## src/rtl/lcd_pkg.sv

```systemverilog
package lcd_pkg;
  localparam int NUM_COM = 4;
  localparam int COM_W   = 2;

  typedef enum logic [1:0] {
    LVL_GND = 2'b00,
    LVL_LO  = 2'b01,
    LVL_HI  = 2'b10,
    LVL_TOP = 2'b11
  } lvl_e;

  function automatic lvl_e com_lvl(input logic sel, input logic neg);
    if (!neg) return sel ? LVL_TOP : LVL_LO;
    else      return sel ? LVL_GND : LVL_HI;
  endfunction

  // on segments sit opposite the selected common
  function automatic lvl_e seg_lvl(input logic on, input logic neg);
    if (!neg) return on ? LVL_GND : LVL_HI;
    else      return on ? LVL_TOP : LVL_LO;
  endfunction
endpackage

```

## src/rtl/lcd_slot_timer.sv

```systemverilog
module lcd_slot_timer
  import lcd_pkg::*;
#(
  parameter int DIV_W = 8
) (
  input  logic             clk_i,
  input  logic             rst_ni,
  input  logic             en_i,
  input  logic [DIV_W-1:0] div_i,
  output logic             load_o,
  output logic [COM_W-1:0] slot_nxt_o,
  output logic             neg_nxt_o
);
  logic             run_q;
  logic [DIV_W-1:0] cnt_q;
  logic [COM_W-1:0] slot_q;
  logic             neg_q;
  logic             adv;
  logic             last_slot;

  assign adv       = run_q && (cnt_q >= div_i);
  assign last_slot = (slot_q == COM_W'(NUM_COM - 1));
  assign load_o    = en_i && (!run_q || adv);

  always_comb begin
    if (!run_q) begin
      slot_nxt_o = '0;
      neg_nxt_o  = 1'b0;
    end else begin
      slot_nxt_o = slot_q + COM_W'(1);
      neg_nxt_o  = last_slot ? ~neg_q : neg_q;
    end
  end

  always_ff @(posedge clk_i or negedge rst_ni) begin
    if (!rst_ni) begin
      run_q  <= 1'b0;
      cnt_q  <= '0;
      slot_q <= '0;
      neg_q  <= 1'b0;
    end else if (!en_i) begin
      run_q  <= 1'b0;
      cnt_q  <= '0;
      slot_q <= '0;
      neg_q  <= 1'b0;
    end else begin
      run_q <= 1'b1;
      if (load_o) begin
        cnt_q  <= '0;
        slot_q <= slot_nxt_o;
        neg_q  <= neg_nxt_o;
      end else begin
        cnt_q <= cnt_q + DIV_W'(1);
      end
    end
  end
endmodule

```

## src/rtl/lcd_seg_bank.sv

```systemverilog
module lcd_seg_bank
  import lcd_pkg::*;
#(
  parameter int NUM_SEG = 8
) (
  input  logic               clk_i,
  input  logic               rst_ni,
  input  logic               wr_i,
  input  logic [COM_W-1:0]   wr_row_i,
  input  logic [NUM_SEG-1:0] wr_bits_i,
  input  logic [COM_W-1:0]   rd_row_i,
  output logic [NUM_SEG-1:0] rd_bits_o
);
  logic [NUM_SEG-1:0] row_q [NUM_COM];

  for (genvar r = 0; r < NUM_COM; r++) begin : g_row
    always_ff @(posedge clk_i or negedge rst_ni) begin
      if (!rst_ni)                              row_q[r] <= '0;
      else if (wr_i && wr_row_i == COM_W'(r))   row_q[r] <= wr_bits_i;
    end
  end

  assign rd_bits_o = row_q[rd_row_i];
endmodule

```

## src/rtl/lcd_drive_enc.sv

```systemverilog
module lcd_drive_enc
  import lcd_pkg::*;
#(
  parameter int NUM_SEG = 8
) (
  input  logic                   clk_i,
  input  logic                   rst_ni,
  input  logic                   en_i,
  input  logic                   load_i,
  input  logic [COM_W-1:0]       slot_i,
  input  logic                   neg_i,
  input  logic [NUM_SEG-1:0]     bits_i,
  output logic [2*NUM_COM-1:0]   com_o,
  output logic [2*NUM_SEG-1:0]   seg_o,
  output logic                   frame_o
);
  for (genvar c = 0; c < NUM_COM; c++) begin : g_com
    always_ff @(posedge clk_i or negedge rst_ni) begin
      if (!rst_ni)     com_o[2*c+:2] <= LVL_GND;
      else if (!en_i)  com_o[2*c+:2] <= LVL_GND;
      else if (load_i) com_o[2*c+:2] <= com_lvl(slot_i == COM_W'(c), neg_i);
    end
  end

  for (genvar j = 0; j < NUM_SEG; j++) begin : g_seg
    always_ff @(posedge clk_i or negedge rst_ni) begin
      if (!rst_ni)     seg_o[2*j+:2] <= LVL_GND;
      else if (!en_i)  seg_o[2*j+:2] <= LVL_GND;
      else if (load_i) seg_o[2*j+:2] <= seg_lvl(bits_i[j], neg_i);
    end
  end

  always_ff @(posedge clk_i or negedge rst_ni) begin
    if (!rst_ni)    frame_o <= 1'b0;
    else if (!en_i) frame_o <= 1'b0;
    else            frame_o <= load_i && (slot_i == '0);
  end
endmodule

```

## src/rtl/lcd_mux_seq.sv

```systemverilog
module lcd_mux_seq
  import lcd_pkg::*;
#(
  parameter int NUM_SEG = 8,
  parameter int DIV_W   = 8
) (
  input  logic                 clk_i,
  input  logic                 rst_ni,
  input  logic                 en_i,
  input  logic [DIV_W-1:0]     div_i,
  input  logic                 wr_i,
  input  logic [1:0]           wr_row_i,
  input  logic [NUM_SEG-1:0]   wr_bits_i,
  output logic [7:0]           com_o,
  output logic [2*NUM_SEG-1:0] seg_o,
  output logic                 frame_o
);
  logic               load;
  logic [COM_W-1:0]   slot_nxt;
  logic               neg_nxt;
  logic [NUM_SEG-1:0] row_bits;

  lcd_slot_timer #(.DIV_W(DIV_W)) u_timer (
    .clk_i      (clk_i),
    .rst_ni     (rst_ni),
    .en_i       (en_i),
    .div_i      (div_i),
    .load_o     (load),
    .slot_nxt_o (slot_nxt),
    .neg_nxt_o  (neg_nxt)
  );

  lcd_seg_bank #(.NUM_SEG(NUM_SEG)) u_bank (
    .clk_i     (clk_i),
    .rst_ni    (rst_ni),
    .wr_i      (wr_i),
    .wr_row_i  (wr_row_i),
    .wr_bits_i (wr_bits_i),
    .rd_row_i  (slot_nxt),
    .rd_bits_o (row_bits)
  );

  lcd_drive_enc #(.NUM_SEG(NUM_SEG)) u_enc (
    .clk_i   (clk_i),
    .rst_ni  (rst_ni),
    .en_i    (en_i),
    .load_i  (load),
    .slot_i  (slot_nxt),
    .neg_i   (neg_nxt),
    .bits_i  (row_bits),
    .com_o   (com_o),
    .seg_o   (seg_o),
    .frame_o (frame_o)
  );
endmodule

```

## config.mk

```make
export PLATFORM = sky130hd
export DESIGN_NAME = lcd_mux_seq
export DESIGN_NICKNAME = d
export VERILOG_FILES = /design/src/rtl/lcd_pkg.sv /design/src/rtl/lcd_slot_timer.sv /design/src/rtl/lcd_seg_bank.sv /design/src/rtl/lcd_drive_enc.sv /design/src/rtl/lcd_mux_seq.sv
export SDC_FILE = /design/constraint.sdc
export NUM_CORES = 1
export LEC_CHECK = 0
export ABC_AREA = 1
export BUFFER_PORTS_ARGS = -buffer_cell sky130_fd_sc_hd__buf_2
export CAP_MARGIN = 30
export CORE_ASPECT_RATIO = 0.6
export CORE_MARGIN = 2
export CORE_UTILIZATION = 35
export DETAILED_ROUTE_END_ITERATION = 10
export PLACE_DENSITY_LB_ADDON = 0.3
export SYNTH_ARGS = -nofsm -noshare
export SYNTH_HDL_FRONTEND = slang
export SYNTH_HIERARCHICAL = 1
export SYNTH_SLANG_ARGS = --single-unit
```

## constraint.sdc

```tcl
create_clock -name clk_i -period 3.6 [get_ports clk_i]
set_input_delay 0.72 -clock clk_i [delete_from_list [all_inputs] [get_ports clk_i]]
set_output_delay 0.72 -clock clk_i [all_outputs]
set_load 0.005 [all_outputs]
```

**After elaboration in Yosys (flattened, before gate mapping)**

Index checks and enable logic that the tools add are counted.

- Bits in registers: 69
- Input bits: 22
- Logic and storage cells: 120

- Add/sub/neg operators: 2
- $lt $le $gt $ge: 2
- Eq/ne operators: 8
- Mux-type cells: 74
- Bitwise logic cells: 2
- Reduce and logical (&&, ||, !) cells: 11

Operators by type and width:

| operator | count |
|---|---|
| $mux 2 | 63 |
| $mux 8 | 4 |
| $bmux 8 s2 | 1 |
| $eq 2x2->1 const B | 5 |
| $add 8x1->8 const B | 1 |
| $ge 8x8->1 | 1 |
| $logic_and 1x1->1 | 7 |
| $mux 1 | 6 |
| $eq 2x1->1 const B | 2 |
| $logic_not 2->1 | 2 |
| $ge 3x3->1 const B | 1 |
| $not 2->3 | 1 |
| $add 2x1->2 const B | 1 |
| $ne 2x1->1 const B | 1 |
| $logic_not 1->1 | 1 |
| $logic_or 1x1->1 | 1 |
| $not 1->1 | 1 |

**Logic depth before layout (Yosys ltp)**

- Depth after elaboration: 10
- Gate-level depth with buffers: 15

**By module**

The synthesis kept the hierarchy.

By module, submodules not included:

| module | instances | cells each | area each (µm²) |
|---|---|---|---|
| lcd_seg_bank | 1 | 235 | 1,790.5 |
| lcd_drive_enc | 1 | 115 | 835.8 |
| lcd_slot_timer | 1 | 96 | 822.0 |

**Least setup slack after synthesis**

Ideal clock, no wire load.

- Kind: input to register
- Start point: in div_i[7]
- End point: reg u_enc.com_o[3]
- Setup time: 0.065 ns
- Data arrival time: 2.048 ns
- Required time: 3.535 ns
- Setup slack: 1.487 ns
- Stages: 11
- Buffers on the path: 1
- Path through: inv_1 -> ha_1 -> nand2_1 -> nor2_1 -> nor2_4 -> a21oi_1 -> nand2_2 -> inv_2 -> buf_6 -> nand3_1 -> nand2_1

- Longest elaborated chain between the ends: 5

Ends and longest elaborated chain:

| element | RTL line | text |
|---|---|---|
| from (decl) | lcd_mux_seq.sv:10 | `input logic [DIV_W-1:0] div_i,` |
| $ge 8x8->1 | lcd_slot_timer.sv:21 | `assign adv = run_q && (cnt_q >= div_i);` |
| $logic_and 1x1->1 | lcd_slot_timer.sv:21 |  |
| $logic_or 1x1->1 | lcd_slot_timer.sv:23 | `assign load_o = en_i && (!run_q \|\| adv);` |
| $logic_and 1x1->1 | lcd_slot_timer.sv:23 |  |
| via load | lcd_mux_seq.sv:18 | `logic load;` |
| $ne 2x1->1 (no line) | n/a |  |
| to (signal, indexed assignment) | lcd_drive_enc.sv:21 | `else if (load_i) com_o[2*c+:2] <= com_lvl(slot_i == COM_W'(c), neg_i);` |
| to (decl) | lcd_drive_enc.sv:13 | `output logic [2*NUM_COM-1:0] com_o,` |

The timed path passes the listed nets, and every way through them passes these cells.
A chain may end at the register's enable or synchronous reset.

**Worst setup path in the final report**

- Start point: reg u_timer.slot_q[0]
- End point: reg u_enc.com_o[1]

- Elaborated cells between the ends (all ways): 11
- Those cells by class: 1 x add/sub; 1 x eq/ne; 8 x mux; 1 x reduce/logical

RTL lines:

| element | RTL line | text |
|---|---|---|
| from (decl) | lcd_slot_timer.sv:16 | `logic [COM_W-1:0] slot_q;` |
| from (signal assigned) | lcd_slot_timer.sv:50 | `slot_q <= slot_nxt_o;` |
| $eq 2x2->1 | lcd_slot_timer.sv:22 | `assign last_slot = (slot_q == COM_W'(NUM_COM - 1));` |
| $mux 1 | lcd_slot_timer.sv:31 | `neg_nxt_o = last_slot ? ~neg_q : neg_q;` |
| $mux 1 | lcd_slot_timer.sv:26 | `if (!run_q) begin` |
| via neg_nxt | lcd_mux_seq.sv:20 | `logic neg_nxt;` |
| $mux 2 | lcd_pkg.sv:13 | `if (!neg) return sel ? LVL_TOP : LVL_LO;` |
| $mux 2 | lcd_drive_enc.sv:21 |  |
| $mux 2 | lcd_drive_enc.sv:20 | `else if (!en_i) com_o[2*c+:2] <= LVL_GND;` |

The timed path passes the listed nets, and every way through them passes these cells. The select of a mux whose other input is x is not followed.

==> impl_metrics.csv <==
group,metric,value,unit
status,status,"completed",
yosys,netlist_area,3448,µm²
place,io_buffers,46,
setup_path,crit_path_start,"u_timer/slot_q[0]$_DFFE_PN0P_",
clocking,clockRootBuffer,"clkbuf_16",
global_route,grt_pass1_wl,12800,µm
global_route,grt-ovfl-total,0,
setup_path,cp_slowest_cell,"nor2_1",
setup_path,critPathBufInv,1,
floorplan,initial_utilization,35.53,%
timing,skew,0.004668,ns
setup_path,cp.arrival,2.41,ns
clocking,cts_tree,"built",
power,sw_frac_of_total,27.06,%
setup_path,reg2reg_slack,1.46,ns
timing,finalSetupTns,0,ns
drt,drt-wirelength-per-cell,12.33,µm
drt,num_vias,2821,
power,power.leakage,2.255,nW
cells_and_area,layout_common_cells,"nand2_1 (159), inv_1 (67), dfrtp_1 (59)",
drt,first_pass_iters,5,
floorplan,row_count,28,
power,intPower,1.462,mW
setup_path,critical_path_depth,8,
yosys,synthCells,446,
timing,setup_viol,0,
cells_and_area,drive_gt1_share,21.60,%
power,ir_worst_vdd,0.2777,mV
setup_path,reg2reg_from,"u_timer/slot_q[0]$_DFFE_PN0P_",
setup_path,end_kind,"register",
setup_path,cp.required,3.87,ns
drt,vias_per_cell,4.543,
yosys,yosys_warnings,6,
setup_path,reg2regPathDepth,8,
clocking,cts_resized,0,
cells_and_area,final_common_cell,"nand2_1",
timing,worst_pin_slew,0.9632,ns
cells_and_area,area_growth,16.22,%
setup_path,path_cells,"ha_1 -> nand2_1 -> nand2_1 -> nor2_1 -> inv_2 -> nor2_1 -> nand2_1 -> nand3_1",
yosys,syn_nets,478,
cells_and_area,antenna_cells,0,
power,clock_power_share,46.4,%
floorplan,fp.dieW,132.1,µm
setup_path,startpoint_type,"register",
clocking,htreeDepth,3,
setup_path,cp-endpoint,"u_enc/com_o[1]$_DFFE_PN0P_",
setup_path,worstSetupPathType,"register to register",
power,pwr_density_cell,500.3,nW/µm²
yosys,synth.avg_cell_area,7.732,µm²
place,gp_congestion,0.8115,
timing,final_max_slew_viol_count,0,
setup_path,cp_max_fo,14,
power,p_comb_share,14.9,%
min_path,hold_class,"input port to asynchronous set/reset pin",
floorplan,num_io_pins,47,
clocking,ctsHoldBuffers,0,
clocking,clkLatencyLatePin,0.33,ns
yosys,synth_cell_types,26,
run,cap_violations,0,
timing,rsz0062_at_grt,"no",
setup_path,crit_top_cell,"nand2_1",
drt,drc,0,
clocking,clk_pin_slew_worst_paths,0.05,ns
setup_path,cpLargestDelayFamily,"simple AND/OR/NAND/NOR gates",
timing,max_clock_freq,467.7,MHz
setup_path,critPathMaxStageDelay,0.73,ns
place,dp_hpwl,5392,µm
cells_and_area,fin_nets,513,
clocking,clockBufferDepth,2,
floorplan,die_h,80.89,µm
global_route,grt_max_degree,43,
global_route,first_global_vias,2501,
global_route,grtUsageTotal,15.77,%
power,total_power,2.005,mW
clocking,cts_sinks,59,
drt,ant_nets,0,
power,power_frac_seq,38.7,%
drt,drt-initial-drc-count,163,
clocking,cts_buffers,9,
setup_path,r2r_end,"u_enc/com_o[1]$_DFFE_PN0P_",
clocking,post-cts-setup-buffers,0,
power,netSwitchingPower,542.6,µW
timing,hold_violations,0,
timing,period_needed,2.138,ns
yosys,ys_ff_latch,59,
global_route,antenna_found_initial,0,
timing,min_period_over_period,59.40,%
drt,wl,7655,µm
timing,slew_headroom,35.55,%
floorplan,core,9704,µm²
yosys,seq_area_frac_synth,42.82,%
floorplan,die-area,10690,µm²
## layer usage
| metal | part of all wire (%) | global-route usage [%] | vias up |
|---|---|---|---|
| li1 | - | - | 1439 |
| met3 | 7.5 | 5.993 | 7 |
| met5 | 0 | 0 | - |
| met4 | 0.84 | 5.109 | 0 |
| met2 | 40 | 21.35 | 80 |
| met1 | 52 | 22.79 | 1295 |
## power by group through the flow
stage,Combinational [mW],Clock [mW],Sequential (mW)
6_report,0.299,0.930,0.776
3_5_place_dp,0.299,0,0.786
3_3_place_gp,0.292,0,0.785
5_1_grt,0.349,0.989,0.784
2_1_floorplan,0.215,0,0.778
4_1_cts,0.300,0.955,0.775
## cells by family after synthesis
family | count (synthesis) | synth area share (%)
and+or+nand+nor | 259 | 35.34
buffers and inverters | 99 | 13.93
DFF | 59 | 42.82
AOI/OAI and AO/OA | 13 | 2.757
adders and majority gates | 10 | 3.628
xor gates and xnor gates | 6 | 1.524
## cells in the mapped netlist
| library cell | count | area (µm²) |
|---|---|---|
| nor2_1 | 11 | 41.29 |
| nand2_2 | 8 | 50.05 |
| nor3_1 | 2 | 10.01 |
| nand3_2 | 1 | 10.01 |
| xor2_1 | 5 | 43.79 |
| buf_6 | 6 | 67.56 |
| nand4_1 | 20 | 125.1 |
| nand3_4 | 3 | 52.55 |
| ha_1 | 10 | 125.1 |
| o21ai_1 | 1 | 5.000 |
| dfrtp_1 | 59 | 1476 |
| nor2_2 | 7 | 43.79 |
| buf_4 | 16 | 120.1 |
| nor2_8 | 1 | 20.02 |
| nand3_1 | 41 | 205.2 |
| inv_1 | 67 | 251.5 |
| o21ai_0 | 1 | 5.000 |
| nand3b_1 | 1 | 7.510 |
| inv_2 | 7 | 26.28 |
| buf_2 | 3 | 15.01 |
| xnor2_1 | 1 | 8.760 |
| nand2_4 | 1 | 11.26 |
| nor2_4 | 4 | 45.04 |
| a21oi_1 | 3 | 15.01 |
| o21ai_2 | 8 | 70.07 |
| nand2_1 | 159 | 596.8 |
## area by class of cell
cell class | instances | area (µm²)
Clock buffer | 10 | 239.0
Clock inverter | 6 | 88.84
Fill cell | 1026 | 5697
Inverter | 74 | 277.8
Multi-Input combinational cell | 288 | 1491
Sequential cell | 59 | 1476
Tap cell | 135 | 168.9
Timing Repair Buffer | 49 | 265.3
## sequential cells by signal, summed over array words and instances, names as in the netlist
signal          cells
u_timer/neg_q       1
u_timer/cnt_q       8
u_enc/com_o         5
u_bank/row_q       32
u_timer/run_q       1
u_enc/seg_o         9
u_enc/frame_o       1
u_timer/slot_q      2
## how the worst min path moves through the flow
stage / slack, ns / endpoint / depth (start not counted)
6_report: 0.20 / u_timer/cnt_q[6]$_DFF_PN0_ / 1
5_1_grt: 0.18 / u_timer/cnt_q[5]$_DFF_PN0_ / 1
4_1_cts: 0.47 / u_bank/row_q[16]$_DFFE_PN0P_ / 2
3_5_place_dp: 0.46 / u_bank/row_q[16]$_DFFE_PN0P_ / 2
3_3_place_gp: 0.46 / u_bank/row_q[24]$_DFFE_PN0P_ / 2
2_1_floorplan: 0.42 / u_bank/row_q[0]$_DFFE_PN0P_ / 0
## stage by stage
step	utilization, %	instances	hold WS (ns)	setup slack (ns)	cell area, µm²
after global routing	41.30	621	0.1825	1.238	4008
after detailed placement	37.71	604	0.4587	1.187	3660
after global placement	37.71	604	0.4563	1.229	3660
after CTS	41.09	620	0.4716	1.456	3988
final	41.30	621	0.1971	1.462	4008
after floorplan	-	446	0.4244	1.487	3448
Power figures use the tool's default switching activity.
